### src/rtl/smul_pkg.sv
package smul_pkg;
  // Default operand width and default stage-one step count.
  localparam int unsigned SMUL_OP_W  = 4;
  localparam int unsigned SMUL_SPLIT = 2;
  // Latency in edges from the operand inputs to prod_o.
  localparam int unsigned SMUL_LAT   = 3;
endpackage

### src/rtl/smul_step.sv
module smul_step #(
  parameter int unsigned PW = 8
) (
  input  logic          mbit_i,
  input  logic [PW-1:0] psum_i,
  input  logic [PW-1:0] mcand_i,
  output logic [PW-1:0] psum_o,
  output logic [PW-1:0] mcand_o,
  output logic          carry_o
);
  // Add-or-pass on one multiplier bit, one bit wider to expose the carry.
  function automatic logic [PW:0] add_or_pass(input logic take,
                                              input logic [PW-1:0] s,
                                              input logic [PW-1:0] m);
    return take ? ({1'b0, s} + {1'b0, m}) : {1'b0, s};
  endfunction

  logic [PW:0] full_w;
  assign full_w  = add_or_pass(mbit_i, psum_i, mcand_i);
  assign psum_o  = full_w[PW-1:0];
  assign carry_o = full_w[PW];
  assign mcand_o = mcand_i << 1;
endmodule

### src/rtl/smul_stage.sv
module smul_stage #(
  parameter int unsigned PW    = 8,
  parameter int unsigned NSTEP = 2
) (
  input  logic [PW-1:0]    psum_i,
  input  logic [PW-1:0]    mcand_i,
  input  logic [NSTEP-1:0] mbits_i,
  output logic [PW-1:0]    psum_o,
  output logic [PW-1:0]    mcand_o,
  output logic             carry_o
);
  logic [PW-1:0]    ps_w [NSTEP+1];
  logic [PW-1:0]    mc_w [NSTEP+1];
  logic [NSTEP-1:0] cy_w;

  assign ps_w[0] = psum_i;
  assign mc_w[0] = mcand_i;

  for (genvar i = 0; i < NSTEP; i++) begin : g_cell
    smul_step #(.PW(PW)) u_step (
      .mbit_i (mbits_i[i]),
      .psum_i (ps_w[i]),
      .mcand_i(mc_w[i]),
      .psum_o (ps_w[i+1]),
      .mcand_o(mc_w[i+1]),
      .carry_o(cy_w[i])
    );
  end

  assign psum_o  = ps_w[NSTEP];
  assign mcand_o = mc_w[NSTEP];
  assign carry_o = |cy_w;
endmodule

### src/rtl/smul_pipe2.sv
module smul_pipe2 #(
  parameter int unsigned OP_W  = smul_pkg::SMUL_OP_W,
  parameter int unsigned SPLIT = smul_pkg::SMUL_SPLIT
) (
  input  logic              clk_i,
  input  logic              rst_i,
  input  logic [OP_W-1:0]   mcand_i,
  input  logic [OP_W-1:0]   mplier_i,
  output logic [2*OP_W-1:0] prod_o
);
  localparam int unsigned PW   = 2 * OP_W;
  localparam int unsigned REST = OP_W - SPLIT;

  // Operand registers.
  logic [OP_W-1:0] opa_q, opb_q;
  // Pipeline bank between the two stages.
  logic [PW-1:0]   pipe_psum_q, pipe_mcand_q;
  logic [REST-1:0] pipe_bits_q;
  // Product register.
  logic [PW-1:0]   prod_q;

  // Stage results, brought out for the assertions.
  logic [PW-1:0] s1_psum_w, s1_mcand_w, s2_psum_w, s2_mcand_w;
  logic          s1_carry_w, s2_carry_w;

  smul_stage #(.PW(PW), .NSTEP(SPLIT)) u_stage1 (
    .psum_i ('0),
    .mcand_i(PW'(opa_q)),
    .mbits_i(opb_q[SPLIT-1:0]),
    .psum_o (s1_psum_w),
    .mcand_o(s1_mcand_w),
    .carry_o(s1_carry_w)
  );

  smul_stage #(.PW(PW), .NSTEP(REST)) u_stage2 (
    .psum_i (pipe_psum_q),
    .mcand_i(pipe_mcand_q),
    .mbits_i(pipe_bits_q),
    .psum_o (s2_psum_w),
    .mcand_o(s2_mcand_w),
    .carry_o(s2_carry_w)
  );

  always_ff @(posedge clk_i) begin
    if (rst_i) begin
      opa_q        <= '0;
      opb_q        <= '0;
      pipe_psum_q  <= '0;
      pipe_mcand_q <= '0;
      pipe_bits_q  <= '0;
      prod_q       <= '0;
    end else begin
      opa_q        <= mcand_i;
      opb_q        <= mplier_i;
      pipe_psum_q  <= s1_psum_w;
      pipe_mcand_q <= s1_mcand_w;
      pipe_bits_q  <= opb_q[OP_W-1:SPLIT];
      prod_q       <= s2_psum_w;
    end
  end

  assign prod_o = prod_q;

  // Edges since reset, saturating at the latency; used by the assertions only.
  logic [1:0] fill_q;
  always_ff @(posedge clk_i) begin
    if (rst_i)             fill_q <= '0;
    else if (fill_q != 2'd3) fill_q <= fill_q + 2'd1;
  end

  logic [PW-1:0] s2_mcand_unused_w;
  assign s2_mcand_unused_w = s2_mcand_w;

  AST_PRODUCT_LATENCY: assert property (@(posedge clk_i) disable iff (rst_i)
    (fill_q == 2'd3) |-> (prod_o == PW'($past(mcand_i, 3)) * PW'($past(mplier_i, 3))));
  AST_ZERO_FILL: assert property (@(posedge clk_i) disable iff (rst_i)
    (fill_q != 2'd3) |-> (prod_o == '0));
  AST_RESET_CLEAR: assert property (@(posedge clk_i)
    $past(rst_i) |-> (prod_o == '0 && pipe_psum_q == '0 && opa_q == '0));
  AST_MCAND_FORWARD: assert property (@(posedge clk_i) disable iff (rst_i)
    (fill_q != 2'd0) |-> (pipe_mcand_q == (PW'($past(opa_q)) << SPLIT)));
  AST_BITS_FORWARD: assert property (@(posedge clk_i) disable iff (rst_i)
    (fill_q != 2'd0) |-> (pipe_bits_q == $past(opb_q[OP_W-1:SPLIT])));
  AST_NO_OVERFLOW: assert property (@(posedge clk_i) disable iff (rst_i)
    !(s1_carry_w || s2_carry_w || s2_mcand_unused_w[0]));
endmodule

### config.mk
export PLATFORM = sky130hd
export DESIGN_NAME = smul_pipe2
export DESIGN_NICKNAME = d
export VERILOG_FILES = /design/src/rtl/smul_pkg.sv /design/src/rtl/smul_step.sv /design/src/rtl/smul_stage.sv /design/src/rtl/smul_pipe2.sv
export SDC_FILE = /design/constraint.sdc
export NUM_CORES = 1
export LEC_CHECK = 0
export BUFFER_PORTS_ARGS = -buffer_cell sky130_fd_sc_hd__clkbuf_2
export CAP_MARGIN = 10
export CORE_MARGIN = 2
export CORE_UTILIZATION = 52
export CTS_BUF_LIST = sky130_fd_sc_hd__clkbuf_16
export CTS_CLUSTER_DIAMETER = 100
export CTS_CLUSTER_SIZE = 14
export DETAILED_ROUTE_END_ITERATION = 6
export PLACE_DENSITY = 0.73
export SLEW_MARGIN = 5
export SYNTH_ARGS = -nofsm -noshare
export SYNTH_HDL_FRONTEND = slang
export SYNTH_SLANG_ARGS = --single-unit
### constraint.sdc
create_clock -name clk_i -period 2.6 [get_ports clk_i]
set_clock_uncertainty 0.05 [all_clocks]
set_input_delay 0.52 -clock clk_i [delete_from_list [all_inputs] [get_ports clk_i]]
set_output_delay 0.52 -clock clk_i [all_outputs]
set_load 0.05 [all_outputs]
; After elaboration in Yosys (flattened, before gate mapping)
; Cells that the tools add are included.
[op_classes]
n_addsub = 3
mul = 0
div_mod_pow = 0
n_lt_le_gt_ge = 0
n_eq_ne = 0
shift = 0
mux = 4
bitwise = 0
n_reduce_logical = 0
[op_table]
columns = op, n
row1 = two-way mux 8 bit, 3
row2 = adder 8 bit, 2
row3 = adder 4 x 5 -> 6 bit, 1
row4 = two-way mux 4 bit, 1
[word_totals]
ff_bits = 34
latch_bits = 0
ram_bits = 0
mem_bits_ro = 0
input_bits = 10
output_inout_bits = 8
elab_cells = 14
memories = 0

; Logic depth before layout (Yosys ltp)
; Gate-level depths: netlist of run 1.
[depth]
depth_word = 4
ltp_mapped = 8
ltp_nobuf = 8

; By module
; Synthesis of run 1 repeated with hierarchy kept, for this count alone.
[hier_totals]
cells_unflattened = 370
hier_area_um2 = 3140.5
[modules_own_cells]
columns = mod, n_inst, cells_per_inst, area_each_um2
row1 = smul_step, 4, 74, 546.8
row2 = smul_pipe2, 1, 72, 940.9
row3 = smul_stage, 2, 1, 6.3

; Least setup slack after synthesis of run 1
; Ideal clock, no wire load.
[synth_timing]
kind = reg2reg
start = register pipe_psum_q[2]
end = register prod_q[5] (netlist: prod_o[5])
arrival_ns = 2.274
t_required_ns = 2.477
slack_ns = 0.202
stages_incl_launch_ff = 9
synth_period_minus_slack_ns = 2.398
path_cell_list = dfxtp_1 > ha_1 > fa_1 > mux2_2 > ha_1 > fa_1 > xnor2_1 > or3_1 > o211ai_2
[synth_between]
elab_chain_cells = 4
[synth_lines]
columns = element, line
row1 = start: declaration, smul_pipe2.sv:17  ; logic [PW-1:0] pipe_psum_q, pipe_mcand_q;
row2 = start signal: assignment, smul_pipe2.sv:55  ; pipe_psum_q <= s1_psum_w;
row3 = adder 8 bit, smul_step.sv:15  ; return take ? ({1'b0, s} + {1'b0, m}) : {1'b0, s};
row4 = two-way mux 8 bit (*), smul_step.sv:15
row5 = adder 8 bit, smul_step.sv:15
row6 = two-way mux 8 bit (*), smul_step.sv:15
row7 = end signal: assignment, smul_pipe2.sv:58  ; prod_q <= s2_psum_w;
row8 = end: declaration, smul_pipe2.sv:20  ; logic [PW-1:0] prod_q;
; Every way passes the cells marked *; elsewhere a longest branch is shown, timed or not.
; A chain may end at the register's enable or synchronous reset.

; Final worst setup path of run 1
[layout_timing]
start = register pipe_psum_q[4]
end = register prod_q[6] (netlist: prod_o[6])
; Same word-level chain as after synthesis.

==> summary.txt, run 1 <==
Synth
  • Fraction of the mapped netlist area in adder cells: 15.6%
  • Primary FF master, synth: dfxtp_1
  • YS warnings: 0
  • Synth Area in XOR/XNOR: 2.08%
  • Post-synthesis cell type count: 31
  • Largest family of logic cells by synthesized area: simple AND/OR/NAND/NOR gates
  • Count leader, synth: dfxtp_1
  • Sequential share of the synthesized area: 44.3%
  • Compound-Gate Fraction of Synth Area: 9.39%
  • Multiplexer area fraction after synthesis: 5.04%
  • Number of synthesized register bits: 28
  • Top cell type's share of synthesized area: 44.3%
  • Syn Nets: 149
  • Synth top cells by count: 28 x dfxtp_1, 15 x nor2b_1, 11 x ha_1, 9 x a21oi_1
  • Avg Inst Size Synth: 10.1 um^2
  • Area leader, netlist: dfxtp_1
  • Post-synth EDFFs: 0
  • Mapped Cells: 125
  • Synth Area in Simple Gates: 20.8%
  • Post-synthesis cell area: 1270 um^2
  • Synth async-reset ratio: 0%
  • Area contributors post-synth: dfxtp_1 44%, ha_1 11%, nor2b_1 7.4%, fa_1 4.7%, a21oi_1 3.6%

Setup path
  • CP endpoint kind: flip-flop
  • Worst-path fanout max: 4
  • WP data required: 2.75 ns
  • Critical-path cell list: ha_1 > or3b_1 > and3_1 > o21ai_0 > ha_1 > a21oi_2 > nor4bb_1 > a211o_1
  • Most frequent cell on the critical path: ha_1
  • Top Family by Delay on Critical Path: simple AND/OR/NAND/NOR gates
  • Buf/Inv on CP: 0
  • CP Class: flip-flop to flip-flop
  • Worst path slowest cell: or3b_1
  • Critical path launch point type: flip-flop
  • Critical Path AT: 2.62 ns
  • Slowest Stage Delay on Critical Path: 0.40 ns

STA
  • Worst-margin pin slew: 0.348 ns
  • RSZ-0062 raised after global routing: false
  • Fin. Hold Viols: 0
  • FMAX: 405 MHz
  • Crit path time final: 2.47 ns
  • Setup TNS: 0 ns
  • Setup violators final: 0
  • Period utilization: 94.9%
  • Hold WS: 0.386 ns
  • Max-slew violations: 0
  • Slew HR: 76.8%

Run
  • Max cap viols: 0

Status
  • Status: complete, no violations

Die
  • Placement Rows: 17
  • Die Ht: 53.3 um
  • Die area: 2850 um^2
  • Initial core utilization: 56.2%
  • IO Pins: 18
  • DIE WIDTH: 53.3 um
  • Core area: 2250 um^2

Detailed routing
  • WL/cell: 12.1 um
  • Vias: 908
  • Post-route DRC: 0
  • Antenna Nets Post-Route: 0
  • DR vias/cell: 5.28
  • DRT iter0 DRCs: 7
  • Routed wire length: 2.09 mm
  • DRT Pass-1 Iters: 4

Layout
  • Area of the multi-input gates: 686 um^2
  • Net count, final: 169
  • Filler Cell Count: 190
  • FF/Latch Area: 562 um^2
  • Share of cells above drive strength 1: 22.9%
  • Antenna cells: 0
  • Area Overhead vs Synth: 16.9%

Clocking
  • Resized Gates After CTS: 0
  • Clock latency on the worst-skew pair: 0.25 ns
  • Root buffer cell: clkbuf_16
  • CTS tree: done
  • Setup Buffers After CTS: 0
  • H-Tree Depth: 1
  • Worst-path clk slew: 0.06 ns
  • Max Root-Sink Buffers: 2
  • Clk sink count: 28
  • Hold buffers post-CTS: 0
  • Clock buffer count from CTS: 3

Power and ir drop
  • Power per Cell Area: 589 nW/um^2
  • Leakage power: 0.680 nW
  • Worst IR Drop VDD: 498 uV
  • Tot Pwr: 872 uW

Hold path
  • Hold crit path type: flip-flop to flip-flop

Global routing
  • Largest net degree at the start of global routing: 17
  • Grt ovf: 0
  • GRT Total Usage: 17.5%
  • Initial antenna violation count: 0
  • Vias in the first global route: 892
  • First-pass GRT wire length: 3.61 mm

Place
  • Final HPWL DP: 1.61 mm
  • RePlAce Congestion: 0.887
  • PortBufs: 17
per-layer routing:
layer	global-route usage (%)	vias up	share of wire, %
met5	0	-	0
met4	6.84	0	0.72
met3	3.67	2	3.3
met2	31.7	21	51
met1	19.6	423	45
li1	-	462	-
stage by stage:
stage	instance area, um^2	util, %	setup slack (ns)	instances
after floorplan	1270	-	0.202	125
after global placement	1390	61.4	0.164	168
after detailed placement	1390	61.4	0.105	168
after CTS	1460	64.9	0.0843	172
after global routing	1480	65.6	0.0125	172
final	1480	65.6	0.133	172
path summary, 6_finish.rpt:
path	from	endpoint	slack (ns)	cells past startpoint
worst max-delay path	pipe_psum_q[4]	prod_o[6]	0.13	8
worst min-delay path	opb_q[2]	pipe_bits_q[0]	0.39	1
worst max register to register	pipe_psum_q[4]	prod_o[6]	0.13	8
worst min register to register	opb_q[2]	pipe_bits_q[0]	0.39	1
power breakdown:
part	leakage, nW	internal [mW]	switching (mW)
clock	0.0385	0.206	0.133
sequential	0.230	0.445	0.0114
combinational	0.412	0.0341	0.0427
total	0.680	0.684	0.187
cell type report:
type	instances	area share, %
inverter	5	1.27
clock buffer	3	5.07
tap	28	2.37
timing repair buffer	19	6.76
sequential	28	38.0
multi-input combinational	88	46.3
clock inverter	1	0.254
sequential cells by signal, indices dropped and copies added, names as in the netlist:
register and count:
opa_q 4, opb_q 4, pipe_bits_q 2, pipe_mcand_q 4, pipe_psum_q 6, prod_o 8
logic make-up after synthesis:
kind of cell	count (synthesis)
and+or+nand+nor	47
DFF	28
AOI/OAI and AO/OA	18
adders and majority gates	14
buffers and inverters	9
muxes	6
xor gates and xnor gates	3
placed cells by master, fill, tap and decap left out, types with 3 or more instances in the layout:
cell type	n
a21oi_1	8
clkbuf_16	3
inv_1	5
clkbuf_2	17
mux2_2	3
xnor2_1	3
nor2_1	8
mux2i_1	3
nand2_1	8
nand3b_1	3
nor2b_1	15
ha_1	10
dfxtp_1	27
and2_1	3
No activity file was read; power rests on OpenSTA's default activity.
==> inputs of run 2 (changes only) <==
Settings changed: PLACE_DENSITY 0.73 to 0.77.
==> run 2 against run 1 <==
Net effect: clock-buffer cell count did not move; wire length decreased by 0.19%; total power down 0.10%; final cell count is the same; sequential cell count is the same; clock power about the same; global-route usage rose by 0.18 points; non-clock buffer count unchanged; worst setup slack better by 0.0041 ns; design area is 0.59% lower; largest power group unchanged.
==> summary.txt, run 2 (synthesis results as in run 1) <==
Status
  • Status: complete, no violations (unchanged)

Setup path
  • R2r setup slk: 0.14 ns (was 0.13 ns)
  • Critical path launch point type: flip-flop (unchanged)
  • CP Class: flip-flop to flip-flop (unchanged)
  • Critical Path AT: 2.60 ns (was 2.62 ns)
  • CP endpoint kind: flip-flop (unchanged)
  • WP data required: 2.74 ns (was 2.75 ns)
  • Worst-path fanout max: 2 (was 4)

Power and ir drop
  • Int Pwr: 684 uW (about the same)
  • Power per Cell Area: 592 nW/um^2 (was 589 nW/um^2)
  • Tot Pwr: 871 uW (was 872 uW)
  • Net Sw Frac: 21.5% (about the same)
  • Seq pwr share: 52.3% (about the same)
  • Leakage power: 0.682 nW (was 0.680 nW)
  • Combinational Power Share: 8.7% (was 8.8%)
  • Switch Pwr: 187 uW (about the same)
  • Clock power frac: 38.9% (about the same)
  • Worst IR Drop VDD: 484 uV (was 498 uV)

STA
  • Setup violators final: 0 (unchanged)
  • Setup TNS: 0 ns (unchanged)
  • Max-slew violations: 0 (unchanged)
  • Crit path time final: 2.46 ns (was 2.47 ns)
  • Hold WS: 0.388 ns (was 0.386 ns)
  • Slew HR: 72.6% (was 76.8%)
  • RSZ-0062 raised after global routing: true (was false)
  • Period utilization: 94.7% (was 94.9%)
  • Fin. Hold Viols: 0 (unchanged)
  • FMAX: 406 MHz (was 405 MHz)
  • Worst-margin pin slew: 0.411 ns (was 0.348 ns)

Clocking
  • Clock latency on the worst-skew pair: 0.26 ns (was 0.25 ns)
  • Hold buffers post-CTS: 0 (unchanged)
  • Max Root-Sink Buffers: 2 (unchanged)
  • H-Tree Depth: 1 (unchanged)
  • Resized Gates After CTS: 0 (unchanged)
  • Root buffer cell: clkbuf_16 (unchanged)
  • Worst-path clk slew: 0.06 ns (about the same)
  • Setup Buffers After CTS: 0 (unchanged)
  • CTS tree: done (unchanged)
  • Clk sink count: 28 (unchanged)
  • Clock buffer count from CTS: 3 (unchanged)

Place
  • Dpl cell area: 1390 um^2 (unchanged)
  • Final HPWL DP: 1.62 mm (was 1.61 mm)
  • RePlAce Congestion: 0.883 (was 0.887)
  • PortBufs: 17 (unchanged)

Die
  • Core area: 2250 um^2 (unchanged)
  • Initial core utilization: 56.2% (unchanged)
  • DIE WIDTH: 53.3 um (unchanged)
  • Placement Rows: 17 (unchanged)
  • Die Ht: 53.3 um (unchanged)
  • IO Pins: 18 (unchanged)
  • Die area: 2850 um^2 (unchanged)

Detailed routing
  • DR vias/cell: 5.12 (was 5.28)
  • WL/cell: 12.1 um (about the same)
  • Antenna Nets Post-Route: 0 (unchanged)
  • DRT Pass-1 Iters: 4 (unchanged)
  • DRT iter0 DRCs: 4 (was 7)
  • Vias: 880 (was 908)
  • Routed wire length: 2.08 mm (was 2.09 mm)
  • Post-route DRC: 0 (unchanged)

Layout
  • Most frequent cells in the layout: 28 x dfxtp_1, 17 x clkbuf_2, 15 x nor2b_1 (was 27 x dfxtp_1, 17 x clkbuf_2, 15 x nor2b_1)
  • Most common cell after layout, fill and taps aside: dfxtp_1 (unchanged)
  • Share of cells above drive strength 1: 20.8% (was 22.9%)
  • Antenna cells: 0 (unchanged)
  • Post-route cell area: 1470 um^2 (was 1480 um^2)
  • Largest register FFs: 8 (unchanged)
  • Area Overhead vs Synth: 16.2% (was 16.9%)
  • Net count, final: 169 (unchanged)

Global routing
  • GRT Total Usage: 17.7% (was 17.5%)
  • Vias in the first global route: 843 (was 892)
  • Grt ovf: 0 (unchanged)
  • Initial antenna violation count: 0 (unchanged)
  • Largest net degree at the start of global routing: 20 (was 17)
  • First-pass GRT wire length: 3.57 mm (was 3.61 mm)

Run
  • Max cap viols: 0 (unchanged)

Hold path
  • Hold crit path type: flip-flop to flip-flop (unchanged)
## run 2: worst paths after layout
check,startpoint,to,cells after the start
setup / recovery,pipe_mcand_q[2],prod_o[5],8
hold / removal,pipe_psum_q[0],prod_o[0],1
setup reg to reg,pipe_mcand_q[2],prod_o[5],8
hold reg to reg,pipe_psum_q[0],prod_o[0],1
## run 2: worst max-delay path: stages (launching register included)
cell and delay, ns:
dfxtp_1 0.33, ha_1 0.21, fa_1 0.42, mux2_2 0.29
ha_1 0.22, fa_2 0.38, xnor2_1 0.13, or3_1 0.32
o211ai_2 0.06
## run 2: cell type report
class                   count  area [um^2]
repair buffers             19          100
clock inverters             1         3.75
well taps                  28         35.0
fillers                   206          783
multi-input cells          88          678
clock buffers               3         75.1
flip-flops and latches     28          561
inverters                   5         18.8
## run 2: power by group through the flow
| stage | registers (mW) | logic (mW) | clock network [mW] |
|---|---|---|---|
| CTS | 0.456 | 0.0759 | 0.350 |
| global route | 0.458 | 0.0859 | 0.363 |
| detailed placement | 0.465 | 0.0752 | 0 |
| global placement | 0.465 | 0.0724 | 0 |
| finish | 0.456 | 0.0761 | 0.339 |
| floorplan | 0.472 | 0.0468 | 0 |
## run 2: metal layers
| metal | share of wire (%) | wire [um] | vias to the layer above | GRT usage, % |
|---|---|---|---|---|
| met1 | 42 | 883 | 401 | 19.3 |
| met3 | 3.3 | 69 | 4 | 2.54 |
| met5 | 0 | 0 | - | 0 |
| met4 | 1.7 | 36 | 0 | 8.97 |
| li1 | - | - | 459 | - |
| met2 | 52 | 1090 | 16 | 32.5 |
## run 2: metrics by stage
stage	cells	utilization, %	setup slack [ns]
global route	172	65.3	-0.0187
global placement	168	61.4	0.164
detailed placement	168	61.4	0.0774
floorplan	125	-	0.202
CTS	172	64.9	0.0632
finish	172	65.3	0.137
==> inputs of run 3 (changes only) <==
Settings changed: CORE_ASPECT_RATIO set to 2, CORE_UTILIZATION 52 to 35, PLACE_DENSITY 0.77 to 0.57, SLEW_MARGIN 5 to not set.
==> run 3 against run 2 <==
Net effect: register-to-register slack barely moved; critical path depth did not move; first-iteration DRC count grew to 3.0 times the previous value; non-clock buffer count is the same; final cell count is 12% higher; combinational power down 2%; sequential share of layout area fell by 0.54 points; worst setup slack better by 0.0084 ns; core utilization fell by 23 points.
==> summary.txt, run 3 (synthesis results as in run 1) <==
Status
  • Status: complete, no violations (unchanged)

Global routing
  • First-pass GRT wire length: 3.59 mm (was 3.57 mm)
  • Largest net degree at the start of global routing: 17 (was 20)
  • GRT Total Usage: 11.9% (was 17.7%)
  • Vias in the first global route: 823 (was 843)
  • Initial antenna violation count: 0 (unchanged)
  • Grt ovf: 0 (unchanged)

Layout
  • Largest register FFs: 8 (unchanged)
  • Filler Cell Count: 364 (was 206)
  • Final Util: 42.3% (was 65.3%)
  • Most frequent cells in the layout: 28 x dfxtp_1, 17 x clkbuf_2, 15 x nor2b_1 (unchanged)
  • Most common cell after layout, fill and taps aside: dfxtp_1 (unchanged)
  • Net count, final: 169 (unchanged)
  • Area Overhead vs Synth: 17.9% (was 16.2%)
  • Share of cells above drive strength 1: 20.1% (was 20.8%)
  • Antenna cells: 0 (unchanged)

Detailed routing
  • Top routing layer in use: met4 (unchanged)
  • DR vias/cell: 4.61 (was 5.12)
  • Metal2 WL: 1.05 mm (was 1.09 mm)
  • Antenna Nets Post-Route: 0 (unchanged)
  • WL/cell: 10.8 um (was 12.1 um)
  • DRT iter0 DRCs: 12 (was 4)
  • Met1 wire length: 899 um (was 883 um)
  • DRT Pass-1 Iters: 4 (unchanged)
  • Routed wire length: 2.08 mm (about the same)
  • WL met3: 66 um (was 69 um)
  • Vias: 889 (was 880)
  • Post-route DRC: 0 (unchanged)

Power and ir drop
  • Power per Cell Area: 590 nW/um^2 (was 592 nW/um^2)
  • Tot Pwr: 880 uW (was 871 uW)
  • Worst IR Drop VDD: 453 uV (was 484 uV)
  • Leakage power: 0.682 nW (about the same)

STA
  • Slew HR: 73.5% (was 72.6%)
  • Final worst slack: 0.145 ns (was 0.137 ns)
  • Fin. Hold Viols: 0 (unchanged)
  • Crit path time final: 2.45 ns (was 2.46 ns)
  • FMAX: 407 MHz (was 406 MHz)
  • Period utilization: 94.4% (was 94.7%)
  • Setup TNS: 0 ns (unchanged)
  • Max-slew violations: 0 (unchanged)
  • RSZ-0062 raised after global routing: false (was true)
  • Worst-margin pin slew: 0.397 ns (was 0.411 ns)
  • Setup violators final: 0 (unchanged)

Clocking
  • Worst-path clk slew: 0.07 ns (was 0.06 ns)
  • H-Tree Depth: 1 (unchanged)
  • Hold buffers post-CTS: 0 (unchanged)
  • Max Root-Sink Buffers: 2 (unchanged)
  • Clk sink count: 28 (unchanged)
  • Clock latency on the worst-skew pair: 0.26 ns (about the same)
  • Clock buffer count from CTS: 3 (unchanged)
  • Root buffer cell: clkbuf_16 (unchanged)
  • CTS tree: done (unchanged)

Setup path
  • Slowest Stage Delay on Critical Path: 0.42 ns (about the same)
  • FF-to-FF Start: pipe_psum_q[2] (was pipe_mcand_q[2])
  • Critical-path cell list: ha_1 > fa_1 > mux2_2 > ha_1 > fa_2 > xnor2_1 > or3_1 > o211ai_2 (unchanged)
  • CP endpoint kind: flip-flop (unchanged)
  • Top Family by Delay on Critical Path: adder cells (unchanged)
  • Critical path launch point type: flip-flop (unchanged)
  • Worst path slowest cell: fa_1 (unchanged)
  • Worst-path fanout max: 2 (unchanged)
  • Crit path from: pipe_psum_q[2] (was pipe_mcand_q[2])
  • CP Class: flip-flop to flip-flop (unchanged)
  • Most frequent cell on the critical path: ha_1 (unchanged)
  • Critical Path AT: 2.59 ns (was 2.60 ns)
  • Buf/Inv on CP: 0 (unchanged)
  • WP data required: 2.74 ns (about the same)

Die
  • Core area: 3530 um^2 (was 2250 um^2)
  • Placement Rows: 31 (was 17)
  • DIE WIDTH: 46.5 um (was 53.3 um)
  • Die Ht: 89.1 um (was 53.3 um)
  • IO Pins: 18 (unchanged)
  • Initial core utilization: 35.9% (was 56.2%)
  • Die area: 4140 um^2 (was 2850 um^2)

Hold path
  • Hold Crit Start: pipe_psum_q[1] (was pipe_psum_q[0])
  • Hold crit path type: flip-flop to flip-flop (unchanged)

Place
  • Final HPWL DP: 1.61 mm (was 1.62 mm)
  • RePlAce Congestion: 0.873 (was 0.883)
  • Pre-CTS WS: 0.109 ns (was 0.0774 ns)
  • PortBufs: 17 (unchanged)

Run
  • Max cap viols: 0 (unchanged)
## run 3: cell types whose count changed in the layout (fill, tap and decap cells not counted)
cell | previous run | this run
a2111oi_1 | 1 | 0
a21oi_2 | 1 | 0
a2111oi_0 | 0 | 1
a21oi_1 | 8 | 9
## run 3: layer usage
metal / track usage, % / up-vias
li1: - / 462
met1: 14.3 / 400
met2: 19.1 / 21
met3: 2.02 / 6
met5: 0 / -
met4: 7.01 / 0
## run 3: repair_timing
item                                    in CTS  in global routing
setup buffers                                0                  0
endpoints found under the setup margin       0                  1
gates resized for setup                      0                  1
## run 3: area by class of cell
| type | count | area (um^2) | area share, % |
|---|---|---|---|
| repair buffers | 19 | 100 | 6.71 |
| well taps | 49 | 61.3 | 4.11 |
| flip-flops and latches | 28 | 561 | 37.6 |
| clock buffers | 3 | 75.1 | 5.03 |
| multi-input cells | 88 | 673 | 45.1 |
| clock inverters | 1 | 3.75 | 0.251 |
| inverters | 5 | 18.8 | 1.26 |
## run 3: per-stage QoR
step           hold slack (ns)  instance area [um^2]  std cells
2_1_floorplan            0.364                  1270        125
3_3_place_gp             0.371                  1410        189
3_5_place_dp             0.373                  1410        189
4_1_cts                  0.390                  1490        193
5_1_grt                  0.401                  1490        193
6_report                 0.387                  1490        193
## run 3: path summary, 6_finish.rpt
| path | to | slack [ns] | depth (start not counted) |
|---|---|---|---|
| min reg2reg | prod_o[1] | 0.39 | 1 |
| max | prod_o[5] | 0.15 | 8 |
| max reg2reg | prod_o[5] | 0.15 | 8 |
| min | prod_o[1] | 0.39 | 1 |
## run 3: power by group
part	internal (mW)	switching (mW)
sequential	0.444	0.0116
combinational	0.0336	0.0408
clock	0.206	0.144
## run 3: worst reg2reg max path: cells and delay by family (launching register included)
family	cells	cell delay, ns
AO/OA/AOI/OAI	1	0.07
XOR/XNOR	1	0.12
adder cells (fa/ha/maj)	4	1.21
flip-flops	1	0.31
multiplexers	1	0.29
AND/OR/NAND/NOR	1	0.32
